### src/rtl/capq_pkg.sv
package capq_pkg;

    localparam int unsigned CAP_W    = 257;
    localparam logic [5:0]  OP_CAP2  = 6'b010010;
    localparam logic [4:0]  FMT_STD  = 5'b00000;
    localparam logic [4:0]  FMT_CUR  = 5'b01101;

    typedef struct packed {
        logic        tag;
        logic [7:0]  pad;
        logic [23:0] otype;
        logic [30:0] perms;
        logic        sealed;
        logic [63:0] cursor;
        logic [63:0] base;
        logic [63:0] length;
    } cap_t;

    typedef enum logic [2:0] {
        Q_PERMS  = 3'd0,
        Q_OTYPE  = 3'd1,
        Q_BASE   = 3'd2,
        Q_LENGTH = 3'd3,
        Q_CURSOR = 3'd4,
        Q_TAG    = 3'd5,
        Q_SEALED = 3'd6
    } query_e;

    typedef struct packed {
        logic       ok;
        query_e     q;
        logic [4:0] rd;
        logic [4:0] cb;
    } dec_t;

    // Cause code for a privileged register, index 0 = lowest protected register
    function automatic logic [7:0] prot_code(input logic [2:0] slot);
        case (slot)
            3'd0:    prot_code = 8'h1d;
            3'd1:    prot_code = 8'h1e;
            3'd2:    prot_code = 8'h1c;
            3'd3:    prot_code = 8'h1b;
            default: prot_code = 8'h1a;
        endcase
    endfunction

endpackage

### src/rtl/capq_decoder.sv
module capq_decoder
    import capq_pkg::*;
(
    input  logic [31:0] word,
    output dec_t        dec
);
    logic head_ok;
    logic fmt_std;
    logic fmt_cur;

    assign head_ok = (word[31:26] == OP_CAP2) && (word[10:3] == 8'd0);
    assign fmt_std = (word[25:21] == FMT_STD);
    assign fmt_cur = (word[25:21] == FMT_CUR);

    always_comb begin
        dec.ok = 1'b0;
        dec.q  = Q_PERMS;
        dec.rd = word[20:16];
        dec.cb = word[15:11];
        if (head_ok && fmt_std) begin
            dec.ok = 1'b1;
            case (word[2:0])
                3'b000:  dec.q = Q_PERMS;
                3'b001:  dec.q = Q_OTYPE;
                3'b010:  dec.q = Q_BASE;
                3'b011:  dec.q = Q_LENGTH;
                3'b101:  dec.q = Q_TAG;
                3'b110:  dec.q = Q_SEALED;
                default: dec.ok = 1'b0;
            endcase
        end else if (head_ok && fmt_cur && word[2:0] == 3'b010) begin
            dec.ok = 1'b1;
            dec.q  = Q_CURSOR;
        end
    end
endmodule

### src/rtl/capq_access.sv
module capq_access
    import capq_pkg::*;
#(
    parameter int unsigned NREG  = 32,
    parameter int unsigned NPROT = 5,
    localparam int unsigned IW   = $clog2(NREG),
    localparam int unsigned FIRST = NREG - NPROT
) (
    input  logic [IW-1:0]    idx,
    input  logic [NPROT-1:0] perm,
    output logic             allowed,
    output logic [7:0]       code
);
    logic [NPROT-1:0] hit;
    logic [NPROT-1:0] deny;

    for (genvar i = 0; i < NPROT; i++) begin : g_prot
        assign hit[i]  = (idx == IW'(FIRST + i));
        assign deny[i] = hit[i] & ~perm[i];
    end

    assign allowed = ~|deny;

    always_comb begin
        code = 8'h00;
        for (int i = 0; i < NPROT; i++) begin
            if (hit[i]) code = prot_code(3'(i));
        end
    end
endmodule

### src/rtl/capq_extract.sv
module capq_extract
    import capq_pkg::*;
#(
    parameter int unsigned XLEN = 64
) (
    input  cap_t             cap,
    input  query_e           q,
    output logic [XLEN-1:0]  value
);
    always_comb begin
        case (q)
            Q_PERMS:  value = XLEN'(cap.perms);
            Q_OTYPE:  value = XLEN'(cap.otype);
            Q_BASE:   value = XLEN'(cap.base);
            Q_LENGTH: value = XLEN'(cap.length);
            Q_CURSOR: value = XLEN'(cap.cursor);
            Q_TAG:    value = XLEN'(cap.tag);
            Q_SEALED: value = XLEN'(cap.sealed);
            default:  value = '0;
        endcase
    end
endmodule

### src/rtl/cap_query_unit.sv
module cap_query_unit
    import capq_pkg::*;
#(
    parameter int unsigned XLEN  = 64,
    parameter int unsigned NREG  = 32,
    parameter int unsigned NPROT = 5,
    localparam int unsigned IW   = $clog2(NREG)
) (
    input  logic               clk,
    input  logic               rst,
    input  logic               in_valid,
    input  logic [31:0]        instr,
    input  logic [NPROT-1:0]   pcc_access,
    output logic               cap_rd_en,
    output logic [IW-1:0]      cap_rd_idx,
    input  logic [CAP_W-1:0]   cap_rd_data,
    output logic               gpr_we,
    output logic [4:0]         gpr_waddr,
    output logic [XLEN-1:0]    gpr_wdata,
    output logic               exc_req,
    output logic [7:0]         exc_regnum,
    output logic [7:0]         exc_code,
    output logic               rsvd_instr
);
    dec_t            dec;
    logic            allowed;
    logic [7:0]      code;
    logic [XLEN-1:0] value;
    logic            do_write;
    logic            do_exc;
    logic            do_rsvd;

    capq_decoder u_dec (
        .word (instr),
        .dec  (dec)
    );

    capq_access #(.NREG(NREG), .NPROT(NPROT)) u_acc (
        .idx     (IW'(dec.cb)),
        .perm    (pcc_access),
        .allowed (allowed),
        .code    (code)
    );

    capq_extract #(.XLEN(XLEN)) u_ext (
        .cap   (cap_t'(cap_rd_data)),
        .q     (dec.q),
        .value (value)
    );

    assign do_write   = in_valid & dec.ok & allowed;
    assign do_exc     = in_valid & dec.ok & ~allowed;
    assign do_rsvd    = in_valid & ~dec.ok;
    assign cap_rd_en  = do_write;
    assign cap_rd_idx = IW'(dec.cb);

    always_ff @(posedge clk) begin
        if (rst) begin
            gpr_we     <= 1'b0;
            gpr_waddr  <= '0;
            gpr_wdata  <= '0;
            exc_req    <= 1'b0;
            exc_regnum <= '0;
            exc_code   <= '0;
            rsvd_instr <= 1'b0;
        end else begin
            gpr_we     <= do_write;
            exc_req    <= do_exc;
            rsvd_instr <= do_rsvd;
            gpr_waddr  <= do_write ? dec.rd : '0;
            gpr_wdata  <= do_write ? value : '0;
            exc_regnum <= do_exc ? 8'(dec.cb) : '0;
            exc_code   <= do_exc ? code : '0;
        end
    end
endmodule

### config.mk
export PLATFORM = sky130hd
export DESIGN_NAME = cap_query_unit
export DESIGN_NICKNAME = d
export VERILOG_FILES = /design/src/rtl/capq_pkg.sv /design/src/rtl/capq_decoder.sv /design/src/rtl/capq_access.sv /design/src/rtl/capq_extract.sv /design/src/rtl/cap_query_unit.sv
export SDC_FILE = /design/constraint.sdc
export NUM_CORES = 1
export LEC_CHECK = 0
export CORE_AREA = 2 2 150 152
export DETAILED_ROUTE_END_ITERATION = 6
export DIE_AREA = 0 0 152 154
export MAX_ROUTING_LAYER = met4
export SYNTH_ARGS = -nofsm -noshare
export SYNTH_HDL_FRONTEND = slang
export SYNTH_SLANG_ARGS = --single-unit
### constraint.sdc
create_clock -name clk -period 2 [get_ports clk]
set_clock_uncertainty 0.1 [all_clocks]
set_input_delay 0.4 -clock clk [delete_from_list [all_inputs] [get_ports clk]]
set_output_delay 0.4 -clock clk [all_outputs]
set_load 0.01 [all_outputs]
==> impl_metrics.csv, run 1 <==
group,metric,value,unit
run_status,outcome,"finished with violations",
power_and_ir_drop,irDropWorstVdd,0.428,mV
power_and_ir_drop,seqPwrFrac,37.8,%
placement,gp_congestion,0.805,
sta,finalCritPeriodShare,111,%
min_path,hp-class,"input pin to register",
critical_path,cp_top_family,"simple AND/OR/NAND/NOR gates",
critical_path,startpoint_type,"input pin",
floorplan,start_util,19.4,%
synthesis,synthMuxAreaShare,0.534,%
routing,wirelength,23.8,mm
critical_path,cp.buffers_inverters,2,
cts,root_buffer,"clkbuf_16",
synthesis,synth_compound_area_share,38.7,%
run_status,violations,"negative setup slack",
critical_path,cp_num_cells,6,
cts,htree_levels,3,
final_layout,fillCellCount,2092,
synthesis,synth_area_leaders,"dfxtp_1 38%, a21oi_2 12%, a222oi_1 5.9%, a32oi_1 4.4%, a21o_1 4.3%",
final_layout,final_area,9540,sq um
synthesis,yosysMostFrequentCell,"dfxtp_1",
routing,post-route-drc-count,0,
synthesis,synth_top_family_by_area,"compound AO/OA/AOI/OAI gates",
run,max-cap-violations,0,
synthesis,synth_top_area_share,38.4,%
synthesis,ys_async_sr_fraction,0,%
cts,cts_buffers,9,
floorplan,dieHeight,154,um
power_and_ir_drop,leakage,0.00332,uW
power_and_ir_drop,p_total,4270,uW
synthesis,ys_types,46,
critical_path,crit_chain,"buf_2 -> mux4_2 -> nand2_2 -> or3b_4 -> and3_4 -> buf_6",
sta,rsz0062_at_grt,"true",
grt,gr-usage-all-layers,17.8,%
synthesis,synthAdderAreaFrac,0,%
final_layout,post-route-util,44.0,%
grt,grt_max_degree,37,
sta,hold_slack,0.331,ns
synthesis,yosys.area.top_type,"dfxtp_1",
critical_path,cp-end-kind,"output port",
sta,timing.fmax,452,MHz
placement,hpwl,16.4,mm
synthesis,synth_common_cells,"81 x dfxtp_1, 59 x a21oi_2, 45 x nand2_1",
power_and_ir_drop,power.switching,975,uW
routing,firstDrtPassIters,6,
critical_path,slowest_stage,"mux4_2",
synthesis,synth_edf_count,0,
power_and_ir_drop,swShare,22.8,%
critical_path,worstPathRequired,1.50,ns
synthesis,ys_seq_elements,81,
floorplan,rows,54,
sta,setup_violations,75,
synthesis,synth_xor_area_share,0.208,%
routing,vias,5408,
routing,drtIter0Drc,504,
final_layout,antenna_cells,0,
critical_path,cp_max_fo,2,
synthesis,synth-seq-area-share,38.4,%
critical_path,worstSetupPathType,"input pin to output port",
synthesis,avgSynthCellArea,9.50,sq um
min_path,whs_endpoint,"exc_regnum[0]$_SDFF_PP0_",
power_and_ir_drop,pwr-share-comb,17.9,%
power_and_ir_drop,power.density,447,nW/um^2
final_layout,layout.cells.non_filler,1145,
grt,grt_pass1_wl,31.2,mm
routing,drtAntennaViolNets,0,
final_layout,syn_to_final_growth,126,%
routing,wire_per_inst,20.8,um
floorplan,io_pins,391,
final_layout,final_nets,1157,
min_path,hold_depth,3,
placement,dpl_cell_area,8550,sq um
floorplan,fp.coreArea,21700,sq um
cts,path_clk_slew,0.07,ns
synthesis,synth-simple-area-share,14.4,%
floorplan,die_w,152,um
power_and_ir_drop,clkPwrFrac,44.3,%
routing,vias_per_cell,4.72,
min_path,holdCritStartpoint,"instr[11]",
sta,finalHoldViolCount,0,
floorplan,dieArea,23400,sq um
synthesis,ys_warn_count,0,
synthesis,syn_area,4220,sq um
sta,period_needed,2.21,ns
placement,post-place-cells,1095,
sta,fin_ws,-0.214,ns
grt,grt_pass1_vias,5327,
cts,clockBufferDepth,2,
cts,cts_tree,"yes",
critical_path,cp_slowest_stage_delay,0.48,ns
critical_path,arrival,1.71,ns
synthesis,synth_flop_cell,"dfxtp_1",
synthesis,netlist_instances,444,
grt,grt-ovfl-total,0,
placement,port_buffers,376,
grt,antenna_found_initial,0,
sta,slew_viol_final,0,
final_layout,drive_above_1_share,25.0,%
cts,cts-hold-fix-buffers,0,
cts,cts_sinks,81,
power_and_ir_drop,intPower,3290,uW
==> power by group through the flow <==
stage,clock [uW],combinational [uW],sequential [uW]
after floorplan,0,116,1650
after global placement,0,752,1650
after detailed placement,0,758,1650
after CTS,1950,751,1610
after global routing,2010,809,1610
final,1890,765,1610
==> state kept, by name (all words and copies together) (netlist names) <==
| name | flops |
|---|---|
| gpr_wdata | 64 |
| exc_regnum | 5 |
| gpr_waddr | 5 |
| exc_code | 4 |
| exc_req | 1 |
| gpr_we | 1 |
| rsvd_instr | 1 |
==> metal layers <==
layer  vias to the layer above  wire (um)  GRT usage (%)
met3                        31       1450           4.90
met2                       274      12100           31.0
met4                         0        362           4.32
met1                      2566       9810           20.3
li1                       2537          -              -
met5                         -          0              -
==> worst max-delay path by stage <==
stage | from | to | slack, ns
final | pcc_access[4] | cap_rd_en | -0.21
after CTS | instr[31] | cap_rd_en | -0.22
after floorplan | instr[3] | gpr_wdata[4]$_SDFF_PP0_ | -0.14
after global placement | instr[28] | cap_rd_en | -1.14
after detailed placement | instr[7] | cap_rd_en | -1.14
after global routing | instr[31] | cap_rd_en | -0.26
==> kinds of logic (layout without fill, tap and decap cells) <==
group	Yosys count	count (layout)
AO/OA/AOI/OAI	198	198
XOR/XNOR	1	1
buffers and inverters	57	472
flip-flops	81	81
multiplexers	1	1
other	1	6
AND/OR/NAND/NOR	105	106
==> stage by stage <==
step	setup slack, ns	setup TNS, ns
2_1_floorplan	-0.142	-6.38
3_3_place_gp	-1.14	-63.99
3_5_place_dp	-1.14	-65.14
4_1_cts	-0.218	-4.91
5_1_grt	-0.257	-9.32
6_report	-0.214	-5.71
==> timing repair <==
item / CTS / global route
buffers inserted: 3 / 15
endpoints found under the setup margin: 84 / 73
resized for setup: 107 / 55
pin swaps: 13 / 25
cloned: 1 / 15
==> layout make-up <==
| type | instances | area [sq um] | share of cell area, % |
|---|---|---|---|
| repair buffers | 453 | 4730 | 49.5 |
| multi-input cells | 312 | 2500 | 26.2 |
| flip-flops and latches | 81 | 1620 | 17.0 |
| well taps | 280 | 350 | 3.67 |
| clock buffers | 9 | 225 | 2.36 |
| clock inverters | 7 | 105 | 1.10 |
| inverters | 3 | 16.3 | 0.170 |
==> cells in the final DEF, fill, tap and decap left out, drive strengths merged, types with 2 or more instances in the layout <==
cell type,Yosys,layout
o211ai,11,11
inv,3,7
dfxtp,81,81
nor4b,3,3
and3,3,4
nor2,3,3
a222oi,25,25
nand2b,2,2
nor2b,2,2
buf,26,87
nor3b,3,3
dlymetal6s2s,0,2
dlygate4sd2,0,5
a21oi,62,62
a21o,24,24
a22oi,18,18
a32oi,21,21
o21ai,23,23
conb,1,6
clkdlybuf4s50,0,344
bufinv,0,2
clkdlybuf4s15,0,3
and2,9,9
a31oi,4,4
nor4,3,3
a211oi,4,4
clkbuf,28,21
nand3,26,26
nand2,45,45
(Power assumes the default switching activity.)
==> run 2: changes to the inputs <==
PLACE_DENSITY = 0.54   (was not set)
==> run 2 against run 1 <==
The run still ends with negative setup slack left. Non-clock buffer count increased by 1. Global-route usage up 1.1 points. Core utilization shrank 0.68 points. Hold slack better by 0.024 ns. Clock power fell by 14%. Cell area decreased by 1.5%. Count of clock-buffer cells in the layout grew 1. Combinational power fell by 0.9%. Cell count about the same. Largest cell class unchanged. First-iteration DRC count down 27%. Sequential power barely moved. Setup slack worse by 0.046 ns.
==> impl_metrics.csv, run 2 (same netlist as run 1, synthesis figures left out) <==
group,metric,value,unit
run_status,outcome,"finished with violations",
run_status,violations,"negative setup slack",
cts,cts_buffers,9,
power_and_ir_drop,irDropWorstVdd,0.287,mV
critical_path,cp-end-kind,"output port",
routing,drtIter0Drc,366,
placement,port_buffers,376,
final_layout,post-route-util,43.3,%
routing,vias_per_cell,4.61,
floorplan,die_w,152,um
final_layout,final_nets,1158,
floorplan,dieArea,23400,sq um
final_layout,antenna_cells,0,
cts,path_clk_slew,0.06,ns
sta,slew_viol_final,0,
sta,period_needed,2.26,ns
floorplan,rows,54,
grt,use_met1,21.5,%
critical_path,startpoint_type,"input pin",
final_layout,largest-register,"gpr_wdata",
power_and_ir_drop,power.density,426,nW/um^2
routing,firstDrtPassIters,5,
min_path,hp-class,"input pin to register",
placement,place_ws,-1.18,ns
cts,cts-hold-fix-buffers,0,
sta,max_slew.worst_pin.slew,0.567,ns
grt,grt_pass1_wl,32.8,mm
grt,use_met2,33.4,%
floorplan,start_util,19.4,%
critical_path,arrival,1.76,ns
critical_path,cp_max_fo,2,
final_layout,layout_common_cells,"346 x clkdlybuf4s50_1, 81 x dfxtp_1, 58 x a21oi_2, 50 x buf_4, 43 x nand2_1",
grt,grt-ovfl-total,0,
power_and_ir_drop,leakage,0.00328,uW
grt,grt.busiest_layer,"met2",
placement,hpwl,16.7,mm
grt,antenna_found_initial,0,
grt,grt_pass1_vias,5492,
final_layout,largest_reg_flops,64,
routing,wirelength,22.2,mm
run,max-cap-violations,0,
final_layout,drive_above_1_share,24.6,%
grt,grt_max_degree,37,
final_layout,final_area,9400,sq um
placement,gp_congestion,0.789,
cts,cts_tree,"yes",
final_layout,fillCellCount,2129,
grt,gr-usage-all-layers,18.9,%
routing,wire_per_inst,19.4,um
sta,finalCritPeriodShare,113,%
sta,fin_ws,-0.261,ns
sta,finalHoldViolCount,0,
placement,dpl_cell_area,8640,sq um
routing,post-route-drc-count,0,
critical_path,cp_top_family,"simple AND/OR/NAND/NOR gates",
cts,htree_levels,3,
routing,vias,5284,
min_path,holdCritStartpoint,"instr[11]",
critical_path,crit_chain,"buf_4 -> mux4_2 -> nand2_2 -> or3b_4 -> and3_4 -> buf_6",
final_layout,syn_to_final_growth,123,%
final_layout,reg.largest.list,"gpr_wdata x64, exc_regnum x5, gpr_waddr x5",
critical_path,cp.buffers_inverters,2,
critical_path,slowest_stage,"mux4_2",
floorplan,dieHeight,154,um
sta,timing.fmax,442,MHz
critical_path,worstPathRequired,1.50,ns
critical_path,cp_slowest_stage_delay,0.50,ns
sta,tns,-8.19,ns
sta,rsz0062_at_grt,"true",
routing,drtAntennaViolNets,0,
critical_path,critPathLaunch,"instr[11]",
cts,clockBufferDepth,2,
grt,use_met3,4.59,%
floorplan,fp.coreArea,21700,sq um
sta,hold_slack,0.356,ns
cts,cts_sinks,81,
critical_path,worstSetupPathType,"input pin to output port",
final_layout,final_common_cell,"clkdlybuf4s50_1",
sta,setup_violations,75,
floorplan,io_pins,391,
cts,root_buffer,"clkbuf_16",
sta,timing.slew.headroom,62.2,%
-- run 2: cell count changes in the layout (fill, tap and decap cells not counted), moves of 3 or more --
cell | previous run | this run
buf_6 | 19 | 11
buf_8 | 3 | 0
dlygate4sd2_1 | 5 | 8
clkbuf_16 | 18 | 10
buf_4 | 38 | 50
buf_16 | 1 | 4
-- run 2: timing repair --
action,4_1_cts,5_1_grt
endpoints found under the setup margin,84,77
cloned,9,1
buffers inserted,8,7
pin swaps,11,16
resized for setup,109,34
-- run 2: power by group --
part | internal [uW] | switching, uW
registers | 1610 | 0.615
logic | 564 | 194
clock network | 887 | 741
total | 3060 | 936
-- run 2: per-stage QoR --
stage | cells | power (uW)
final | 1146 | 4000
after floorplan | 449 | 1770
after detailed placement | 1110 | 2410
after global routing | 1146 | 4180
after CTS | 1143 | 4050
after global placement | 1110 | 2410
-- run 2: final timing paths --
path                                        to  slack, ns  cells after the start
worst min-delay path  exc_regnum[0]$_SDFF_PP0_       0.36                      3
worst max-delay path                 cap_rd_en      -0.26                      6
-- run 2: tightest hold or removal path: stages --
cell	delay [ns]
buf_4	0.10
buf_4	0.13
and2_4	0.13
-- run 2: per-layer routing --
metal  vias up  wire [um]
met2       263      11400
met4         0        380
li1       2537          -
met3        26       1420
met5         -          0
met1      2458       9020
-- run 2: layout make-up --
| cell class | instances | area [sq um] | area share, % |
|---|---|---|---|
| timing repair buffer | 454 | 4620 | 49.2 |
| inverter | 3 | 13.8 | 0.146 |
| tap | 280 | 350 | 3.73 |
| clock inverter | 6 | 48.8 | 0.519 |
| clock buffer | 10 | 239 | 2.54 |
| sequential | 81 | 1620 | 17.3 |
| multi-input combinational | 312 | 2500 | 26.6 |
